<file path="src/rtl/frac_acc.sv">
module frac_acc #(
  parameter int NUM_W  = 3,
  parameter int MOD_LO = 5,
  parameter int MOD_HI = 8
) (
  input  logic             clk,
  input  logic             rst_n,
  input  logic             en,
  input  logic             strobe,
  input  logic [NUM_W-1:0] num,
  input  logic             mod8,
  output logic             carry
);
  localparam int ACC_W = $clog2(MOD_HI);
  localparam int SUM_W = ACC_W + 1;

  logic [ACC_W-1:0] acc_q;
  logic             mod_q;

  wire [SUM_W-1:0] modulus = mod8 ? SUM_W'(MOD_HI) : SUM_W'(MOD_LO);
  wire [NUM_W-1:0] num_eff = (!mod8 && num >= NUM_W'(MOD_LO)) ? NUM_W'(MOD_LO - 1) : num;
  wire [SUM_W-1:0] sum     = SUM_W'(acc_q) + SUM_W'(num_eff);
  wire             wrap    = sum >= modulus;
  wire [SUM_W-1:0] nxt     = wrap ? sum - modulus : sum;
  wire             idle    = !en || (num == '0) || (mod8 != mod_q);

  always_ff @(posedge clk or negedge rst_n) begin
    if (!rst_n) begin
      acc_q <= '0;
      carry <= 1'b0;
      mod_q <= 1'b0;
    end else begin
      mod_q <= mod8;
      if (idle) begin
        acc_q <= '0;
        carry <= 1'b0;
      end else if (strobe) begin
        acc_q <= nxt[ACC_W-1:0];
        carry <= wrap;
      end else begin
        carry <= 1'b0;
      end
    end
  end
endmodule

</file>
<file path="config.mk">
export PLATFORM = sky130hd
export DESIGN_NAME = frac_acc
export DESIGN_NICKNAME = d
export VERILOG_FILES = /design/src/rtl/frac_acc.sv
export SDC_FILE = /design/constraint.sdc
export NUM_CORES = 1
export LEC_CHECK = 0
export BUFFER_PORTS_ARGS = -buffer_cell sky130_fd_sc_hd__buf_4
export CAP_MARGIN = 20
export CELL_PAD_IN_SITES_DETAIL_PLACEMENT = 0
export CELL_PAD_IN_SITES_GLOBAL_PLACEMENT = 2
export CORE_MARGIN = 10
export CORE_UTILIZATION = 34
export CTS_CLUSTER_SIZE = 24
export DETAILED_ROUTE_END_ITERATION = 10
export GPL_TIMING_DRIVEN = 0
export PLACE_DENSITY_LB_ADDON = 0.08
export SYNTH_ARGS = -nofsm -noshare
export SYNTH_HDL_FRONTEND = slang
export SYNTH_SLANG_ARGS = --single-unit
</file>
<file path="constraint.sdc">
create_clock -name clk -period 5.9 [get_ports clk]
set_input_delay 1.18 -clock clk [delete_from_list [all_inputs] [get_ports clk]]
set_output_delay 1.18 -clock clk [all_outputs]
set_load 0.1 [all_outputs]
</file>
==> results of run 1 <==
[placed cells by master (no fill, tap or decap)]
master,instances
inv_1,5
nand2b_1,1
o2bb2ai_1,1
fa_1,1
a211oi_2,1
or2_2,1
o311ai_0,1
nor2b_1,4
a31oi_4,1
nand2_1,2
a21o_2,1
nor2_1,3
xor2_1,1
clkbuf_1,2
o32a_1,1
o21ai_1,1
nor3b_1,3
a21o_1,1
dfrtp_1,5
o21a_1,1
clkbuf_4,3
and2_1,2
ha_1,7
buf_1,1
buf_4,7
a21oi_1,2
xnor2_1,1
mux2i_1,4
[worst max-delay path by stage]
stage | to | cells past startpoint | slack [ps]
after global placement | acc_q[2]$_DFFE_PN0P_ | 12 | 2250
after global routing | acc_q[2]$_DFFE_PN0P_ | 12 | 2370
after CTS | acc_q[2]$_DFFE_PN0P_ | 12 | 2450
after floorplan | acc_q[2]$_DFFE_PN0P_ | 11 | 2530
after detailed placement | acc_q[2]$_DFFE_PN0P_ | 12 | 2220
final | acc_q[2]$_DFFE_PN0P_ | 12 | 2460
[cell type report]
cell class | instances | area [sq um]
tap | 15 | 18.8
fill | 140 | 744
inverter | 5 | 18.8
buffer | 2 | 7.51
multi-input combinational | 41 | 357
timing repair buffer | 7 | 52.6
sequential | 5 | 125
clock buffer | 4 | 26.3
[state kept, by name, summed over array words and instances, names as in the netlist]
register / count
acc_q: 3
carry: 1
mod_q: 1
[layer usage]
layer	global-route usage [%]	wire length, um	up-vias
li1	-	-	205
met1	7.50	495	191
met2	10.6	563	7
met3	3.43	39	2
met4	2.95	10	0
met5	0	0	-
[power by group]
group | switching [mW] | internal, mW
Sequential | 0.00136 | 0.0362
Clock | 0.0138 | 0.0255
Combinational | 0.0254 | 0.0216
[kinds of logic (layout without fill, tap and decap cells)]
kind of cell	Yosys count	after routing	share of synthesized area (%)
and+or+nand+nor	16	16	18.0
xor gates and xnor gates	2	2	3.45
buffers and inverters	7	18	5.17
muxes	4	4	7.88
adders and majority gates	8	8	21.2
DFF	5	5	24.6
AOI/OAI and AO/OA	11	11	19.7
[metrics by stage]
step                      instances  worst slack, ps  utilization, %  hold WS (ps)  cell area, sq um
after floorplan                  53             2530               -           547               508
after global placement           75             2250            42.9           593               579
after detailed placement         75             2220            42.9           596               579
after CTS                        79             2450            44.9           615               606
after global routing             79             2370            44.9           654               606
final                            79             2460            44.9           615               606
[worst max-delay path: cells and delay by family]
family / cells / cell delay [ps]
XOR/XNOR: 1 / 200
AO/OA/AOI/OAI: 3 / 580
adder cells (fa/ha/maj): 3 / 860
buffers and inverters: 2 / 240
AND/OR/NAND/NOR: 3 / 530
==> results_dict.tcl, run 1 <==
set metrics [dict create \
    status "complete, no violations" \
    max_stage_delay_ps 380 \
    cts_setup_buffers 0 \
    pin_count 9 \
    antenna_found_initial 0 \
    drv_cap 0 \
    setup_violations 0 \
    first_pass_iters 2 \
    synthCells 53 \
    p_per_area_nw_per_um2 205 \
    synth.most_common_cell "ha_1" \
    vias 405 \
    drt-total-wl_um 1110 \
    cp_max_fo 4 \
    hold_viol 0 \
    crit_required_ps 6050 \
    vdd_drop_max_mv 0.124 \
    ys_seq_area_share_pct 24.6 \
    tns_ps 0 \
    clock_latency_ps 240 \
    worstSetupStartpointType "primary input" \
    synth.top_cell.area_share_pct 24.6 \
    synth_area_leaders "dfrtp_1, ha_1, mux2i_1" \
    yosys_warnings 0 \
    post_drt_wl_per_cell_um 14.0 \
    cts_tree "built" \
    drt_iter0_drc 6 \
    rr_worst_depth 8 \
    max-slew-margin-rel_pct 35.9 \
    syn_to_final_growth_pct 19.2 \
    grt_remaining_overflow 0 \
    cts_hold_buf 0 \
    fin_nets 81 \
    place_congestion 0.760 \
    hold_depth 2 \
    die_area_sq_um 3440 \
    hp-class "reg -> reg" \
    r2r_slack_ps 3460 \
    syn_area_sq_um 508 \
    async_flop_share_pct 100 \
    clk_pin_slew_worst_paths_ps 40 \
    die_x_um 58.7 \
    crit_chain "buf_4 > inv_1 > nand2_1 > and2_1 > ha_1 > fa_1 > xor2_1 > ha_1 > or2_2 > o21a_1 > o32a_1 > a211oi_2" \
    ys.flop_type "dfrtp_1" \
    io_buffers 7 \
    ctsResizeCount 0 \
    dp_hpwl_um 943 \
    antenna_cells 0 \
    drtAntennaViolNets 0 \
    grt_max_degree 10 \
    viasPerCell 5.13 \
    die_y_um 58.7 \
    endpoint_kind "flop" \
    min_from "acc_q[2]$_DFFE_PN0P_" \
    ys_ff_latch 5 \
    cts_inserted_buffers 3 \
    worstMarginPinSlew_ps 949 \
    drc 0 \
    htree_levels 1 \
    crit_start "mod8" \
    hold_end "acc_q[2]$_DFFE_PN0P_" \
    crit_top_cell "ha_1" \
    clock_sinks 5 \
    worstReg2RegStart "acc_q[0]$_DFFE_PN0P_" \
    rsz0062_at_grt "no" \
    synth.avg_cell_area_sq_um 9.58 \
    slew_violations 0 \
    cp_slowest_cell "fa_1" \
    grt_pass1_vias 412 \
    p_total_mw 0.124 \
    syn_nets 69 \
    synthTopCellsByCount "ha_1, dfrtp_1, inv_1" \
    grt_pass1_wl_um 1770 \
    grt_usage_pct 6.77 \
    finalCritPeriodShare_pct 58.3 \
    period_needed_ps 3440 \
    arrival_ps 3600 \
    max_freq_ghz 0.290 \
    skew_ps 5.20 \
    ys_types 26 \
    clock_path_buffers 2 \
    drive_above_1_share_pct 21.9 \
    cts-root-buf "clkbuf_4" \
    p_leak_nw 0.300 \
    synth_top_area_cell "dfrtp_1" \
    num_rows 13 \
    initial_utilization_pct 37.6 \
    worstSetupPathType "in -> reg" \
    r2r_end "acc_q[2]$_DFFE_PN0P_" \
    synth_edf_count 0 \
    coreArea_sq_um 1350 \
]
No activity file was read; power rests on OpenSTA's default activity.
==> run 2: changes to the inputs <==
--- a/config.mk
+++ b/config.mk
@@ -10,7 +10,7 @@
 export CELL_PAD_IN_SITES_DETAIL_PLACEMENT = 0
 export CELL_PAD_IN_SITES_GLOBAL_PLACEMENT = 2
 export CORE_MARGIN = 10
-export CORE_UTILIZATION = 34
+export CORE_UTILIZATION = 32
 export CTS_CLUSTER_SIZE = 24
 export DETAILED_ROUTE_END_ITERATION = 10
 export GPL_TIMING_DRIVEN = 0
==> constraint.sdc (replaced) <==
create_clock -name clk -period 3.2 [get_ports clk]
set_input_delay 0.64 -clock clk [delete_from_list [all_inputs] [get_ports clk]]
set_output_delay 0.64 -clock clk [all_outputs]
set_load 0.1 [all_outputs]
==> run 2 against run 1 <==
Net effect:
- first-iteration DRC count decreased by 83%
- routed wire length is 3.5% lower
- core utilization down 4.6 points
- power is 86% higher
- critical path depth stayed put
- largest power group unchanged
- combinational power grew 82%
- sequential cell count unchanged
- sequential power grew 85%
- non-clock buffer count did not move
- global-route usage shrank 0.078 points
==> results_dict.tcl, run 2 (same netlist as run 1, synthesis figures left out) <==
set metrics [dict create \
    antenna_found_initial 0 \
    reg.largest.list "acc_q x3, carry x1, mod_q x1" \
    status "complete, no violations" \
    drtAntennaViolNets 0 \
    worstSetupPathType "in -> reg" \
    final_cell_mix "ha_1, buf_4, inv_1, dfrtp_1" \
    drc 0 \
    hp-class "in -> async" \
    cts_hold_buf 0 \
    max_freq_ghz 0.348 \
    die_x_um 59.8 \
    drt_iter0_drc 1 \
    place_congestion 0.711 \
    io_buffers 7 \
    first_pass_iters 3 \
    r2r_slack_ps 770 \
    slew_violations 0 \
    cts_setup_buffers 0 \
    hold_viol 0 \
    period_needed_ps 2880 \
    max-slew-margin-rel_pct 37.2 \
    drive_above_1_share_pct 21.9 \
    vdd_drop_max_mv 0.228 \
    drt-total-wl_um 1070 \
    seq_area_sq_um 125 \
    ctsResizeCount 0 \
    grt_remaining_overflow 0 \
    die_area_sq_um 3580 \
    fin_nets 81 \
    clock_latency_ps 250 \
    cts_tree "built" \
    r2r_end "acc_q[2]$_DFFE_PN0P_" \
    clock_sinks 5 \
    coreArea_sq_um 1510 \
    p_leak_nw 0.300 \
    instances_no_fill 80 \
    htree_levels 1 \
    largest_reg_flops 3 \
    tns_ps 0 \
    pin_count 9 \
    worstSetupStartpointType "primary input" \
    cp_max_fo 4 \
    grt_pass1_wl_um 1830 \
    crit_required_ps 3360 \
    num_rows 14 \
    vias 396 \
    placedCellCount 76 \
    syn_to_final_growth_pct 19.5 \
    num-fill-cells 165 \
    grt_max_degree 10 \
    finalCritPeriodShare_pct 89.9 \
    multi_input_area_sq_um 357 \
    post_drt_wl_per_cell_um 13.4 \
    postLayoutCoreUtil_pct 40.3 \
    antenna_cells 0 \
    rr_worst_depth 8 \
    grt_usage_pct 6.69 \
    viasPerCell 4.95 \
    setup_violations 0 \
    clock_path_buffers 2 \
    die_y_um 59.8 \
    drv_cap 0 \
    rsz0062_at_grt "no" \
    regMostFlops "acc_q" \
    worstReg2RegStart "acc_q[0]$_DFFE_PN0P_" \
    cts_inserted_buffers 3 \
    p_per_area_nw_per_um2 380 \
    endpoint_kind "flop" \
    grt_pass1_vias 424 \
    dp_hpwl_um 897 \
    clk_pin_slew_worst_paths_ps 50 \
    worstMarginPinSlew_ps 931 \
    initial_utilization_pct 33.7 \
    skew_ps 7.27 \
    p_total_mw 0.231 \
    arrival_ps 3040 \
    cts-root-buf "clkbuf_4" \
]
-- run 2: cell counts in the layout (fill, tap and decap cells not counted) --
No cell type changed its count.
-- run 2: per-stage QoR --
step	cell area [sq um]	hold WS, ps	worst slack, ps
after detailed placement	581	444	41.2
final	607	179	323
after CTS	607	176	293
after floorplan	508	344	373
after global placement	581	443	56.9
after global routing	607	171	217
-- run 2: critical path, cell delays in order --
cell      delay, ps
buf_4           130
inv_1           100
nand2_1          70
and2_1          150
ha_1            210
fa_1            380
xor2_1          200
ha_1            290
or2_2           300
o21a_1          170
o32a_1          180
a211oi_2        210
-- run 2: worst max-delay path by stage --
stage | startpoint | endpoint | depth (start not counted)
after floorplan | mod8 | acc_q[2]$_DFFE_PN0P_ | 11
final | mod8 | acc_q[2]$_DFFE_PN0P_ | 12
after global placement | mod8 | acc_q[2]$_DFFE_PN0P_ | 12
after CTS | mod8 | acc_q[2]$_DFFE_PN0P_ | 12
after detailed placement | mod8 | acc_q[2]$_DFFE_PN0P_ | 12
after global routing | mod8 | acc_q[2]$_DFFE_PN0P_ | 12
-- run 2: layout make-up --
| type | count | share of cell area (%) |
|---|---|---|
| multi-input combinational | 41 | 58.8 |
| sequential | 5 | 20.6 |
| inverter | 5 | 3.09 |
| clock buffer | 4 | 4.33 |
| tap | 16 | 3.30 |
| timing repair buffer | 7 | 8.66 |
| buffer | 2 | 1.24 |
-- run 2: routing by layer --
layer	GRT usage [%]	vias to the layer above	part of all wire [%]
li1	-	206	-
met2	10.6	4	49
met5	0	-	0
met3	1.91	2	2.2
met1	7.43	184	47
met4	4.81	0	2.3
-- run 2: report_power, final --
group	internal (mW)	switching, mW
registers	0.0668	0.00273
clock network	0.0473	0.0283
logic	0.0399	0.0457
==> run 3: changes to the inputs <==
--- a/config.mk
+++ b/config.mk
@@ -5,12 +5,13 @@
 export SDC_FILE = /design/constraint.sdc
 export NUM_CORES = 1
 export LEC_CHECK = 0
+export ABC_AREA = 1
 export BUFFER_PORTS_ARGS = -buffer_cell sky130_fd_sc_hd__buf_4
-export CAP_MARGIN = 20
+export CAP_MARGIN = 30
 export CELL_PAD_IN_SITES_DETAIL_PLACEMENT = 0
 export CELL_PAD_IN_SITES_GLOBAL_PLACEMENT = 2
 export CORE_MARGIN = 10
-export CORE_UTILIZATION = 32
+export CORE_UTILIZATION = 29
 export CTS_CLUSTER_SIZE = 24
 export DETAILED_ROUTE_END_ITERATION = 10
 export GPL_TIMING_DRIVEN = 0
==> run 3 against run 2 <==
Net effect:
- maximum frequency increased by 14%
- sequential cell count unchanged
- hold slack improved by 7.0 ps
- clock skew decreased by 3.9 ps
- setup slack improved by 350 ps
- clock-buffer cell count stayed put
- routed wire length is 6.7% lower
- via count up 3.3%
- global-route usage down 0.14 points
- sequential share of layout area grew 0.93 points
- critical endpoint unchanged
==> results_dict.tcl, run 3 <==
set metrics [dict create \
    clk_pin_slew_worst_paths_ps 40 \
    clock_latency_ps 240 \
    rr_worst_depth 12 \
    dp_hpwl_um 887 \
    yosys_warnings 0 \
    syn_to_final_growth_pct 22.4 \
    synth_edf_count 0 \
    synth_area_leaders "dfrtp_1, ha_1, nand2_1" \
    worstMarginPinSlew_ps 353 \
    regMostFlops "acc_q" \
    p_leak_nw 0.327 \
    grt_max_degree 6 \
    syn_nets 75 \
    grtUsageMet3_pct 3.55 \
    grt_pass1_vias 436 \
    status "complete, no violations" \
    num_rows 14 \
    final_common_cell "nand2_1" \
    finalCritPeriodShare_pct 79.0 \
    drc 0 \
    skew_ps 3.32 \
    max-slew-margin-rel_pct 76.3 \
    worstSetupStartpointType "primary input" \
    synth.avg_cell_area_sq_um 8.04 \
    num-fill-cells 178 \
    cts_hold_buf 0 \
    synth.top_cell.area_share_pct 26.4 \
    slew_violations 0 \
    clock_path_buffers 2 \
    synthTopCellsByCount "nand2_1, ha_1, nand3_1" \
    multi_input_area_sq_um 315 \
    crit_required_ps 3330 \
    final_cell_mix "nand2_1, buf_4, nand3_1, ha_1, dfrtp_1" \
    largest_reg_flops 3 \
    synthCells 59 \
    drive_above_1_share_pct 31.0 \
    async_flop_share_pct 100 \
    cts_tree "built" \
    use_met1_pct 7.43 \
    place_congestion 0.729 \
    cts_setup_buffers 0 \
    grt_pass1_wl_um 1840 \
    setup_violations 0 \
    vias 409 \
    synth.most_common_cell "nand2_1" \
    first_pass_iters 4 \
    ys.flop_type "dfrtp_1" \
    initial_utilization_pct 31.1 \
    clock_sinks 5 \
    cts-root-buf "clkbuf_4" \
    p_per_area_nw_per_um2 391 \
    post_drt_wl_per_cell_um 11.5 \
    cts_inserted_buffers 3 \
    rsz0062_at_grt "no" \
    grt_remaining_overflow 0 \
    drtAntennaViolNets 0 \
    period_needed_ps 2530 \
    die_area_sq_um 3650 \
    tns_ps 0 \
    worstReg2RegStart "acc_q[0]$_DFFE_PN0P_" \
    antenna_found_initial 0 \
    syn_area_sq_um 474 \
    worstSetupPathType "in -> reg" \
    drv_cap 0 \
    antenna_cells 0 \
    coreArea_sq_um 1520 \
    max_freq_ghz 0.396 \
    ys_types 20 \
    fin_nets 88 \
    pin_count 9 \
    htree_levels 1 \
    hold_viol 0 \
    drt-total-wl_um 997 \
    viasPerCell 4.70 \
    die_x_um 60.4 \
    ctsResizeCount 0 \
    cp_max_fo 5 \
    dp_slack_ps 407 \
    synth_top_area_cell "dfrtp_1" \
    endpoint_kind "flop" \
    fin_ws_ps 673 \
    reg.largest.list "acc_q x3, carry x1, mod_q x1" \
    postLayoutCoreUtil_pct 38.1 \
    drt_iter0_drc 3 \
    grt_usage_pct 6.55 \
    use_met2_pct 10.0 \
    seq_area_sq_um 125 \
    ys_seq_area_share_pct 26.4 \
    die_y_um 60.4 \
    hp-class "in -> async" \
    crit_start "mod8" \
    arrival_ps 2660 \
    vdd_drop_max_mv 0.302 \
    ys_ff_latch 5 \
    grt.busiest_layer "met2" \
    io_buffers 8 \
]
-- run 3: cell types whose count changed after synthesis, sizes merged, moves of 2 or more --
| cell | delta |
|---|---|
| nand2 | +15 |
| nand3 | +7 |
| mux2i | -4 |
| nor2b | -4 |
| nand4 | +3 |
| nor3b | -3 |
| a21boi | +2 |
| a21o | -2 |
| inv | +2 |
| nor2 | -2 |
-- run 3: path summary, 6_finish.rpt --
check / endpoint / slack, ps
worst max-delay path: acc_q[2]$_DFFE_PN0P_ / 670
worst min-delay path: mod_q$_DFF_PN0_ / 190
worst max register to register: acc_q[2]$_DFFE_PN0P_ / 1010
worst min register to register: acc_q[0]$_DFFE_PN0P_ / 550
max in group asynchronous: acc_q[1]$_DFFE_PN0P_ / 2910
min in group clk: acc_q[0]$_DFFE_PN0P_ / 550
-- run 3: through the flow --
stage	hold slack, ps	instances	power, mW	cell area [sq um]
3_3_place_gp	442	83	0.158	554
3_5_place_dp	445	83	0.157	554
4_1_cts	180	87	0.233	581
5_1_grt	173	87	0.251	581
6_report	186	87	0.227	581
2_1_floorplan	344	59	0.134	474
-- run 3: routing by layer --
| metal | vias to the layer above | part of all wire, % | wire, um |
|---|---|---|---|
| li1 | 217 | - | - |
| met1 | 182 | 45 | 444 |
| met2 | 8 | 45 | 450 |
| met3 | 2 | 9.1 | 91 |
| met4 | 0 | 1.1 | 11 |
| met5 | - | 0 | 0 |
-- run 3: logic make-up after synthesis --
| family | share of synthesized area [%] |
|---|---|
| fa+ha+maj | 22.7 |
| simple gates | 34.0 |
| flops | 26.4 |
| compound gates | 6.07 |
| xor+xnor | 3.69 |
| buf+inv | 7.12 |
-- run 3: final cells by class --
type                       instances  share of cell area, %
inverter                           8                   5.17
buffer                             1                  0.647
clock buffer                       4                   4.53
tap                               16                   3.45
timing repair buffer               8                   10.3
multi-input combinational         45                   54.3
sequential                         5                   21.6
-- run 3: critical path: stages --
cell,delay (ps)
buf_4,130
inv_2,100
a21boi_0,100
ha_1,220
fa_1,380
xnor2_1,200
inv_1,70
ha_1,300
nand2_1,60
inv_2,40
nand2_1,90
nand2_1,130
nand2_1,70
nand3_1,80
nand2_1,50
-- run 3: where the power goes --
group	switching (mW)	internal, mW	leakage, nW
clock network	0.0254	0.0471	0.0150
logic	0.0491	0.0341	0.245
registers	0.00330	0.0677	0.0665
total	0.0779	0.149	0.327
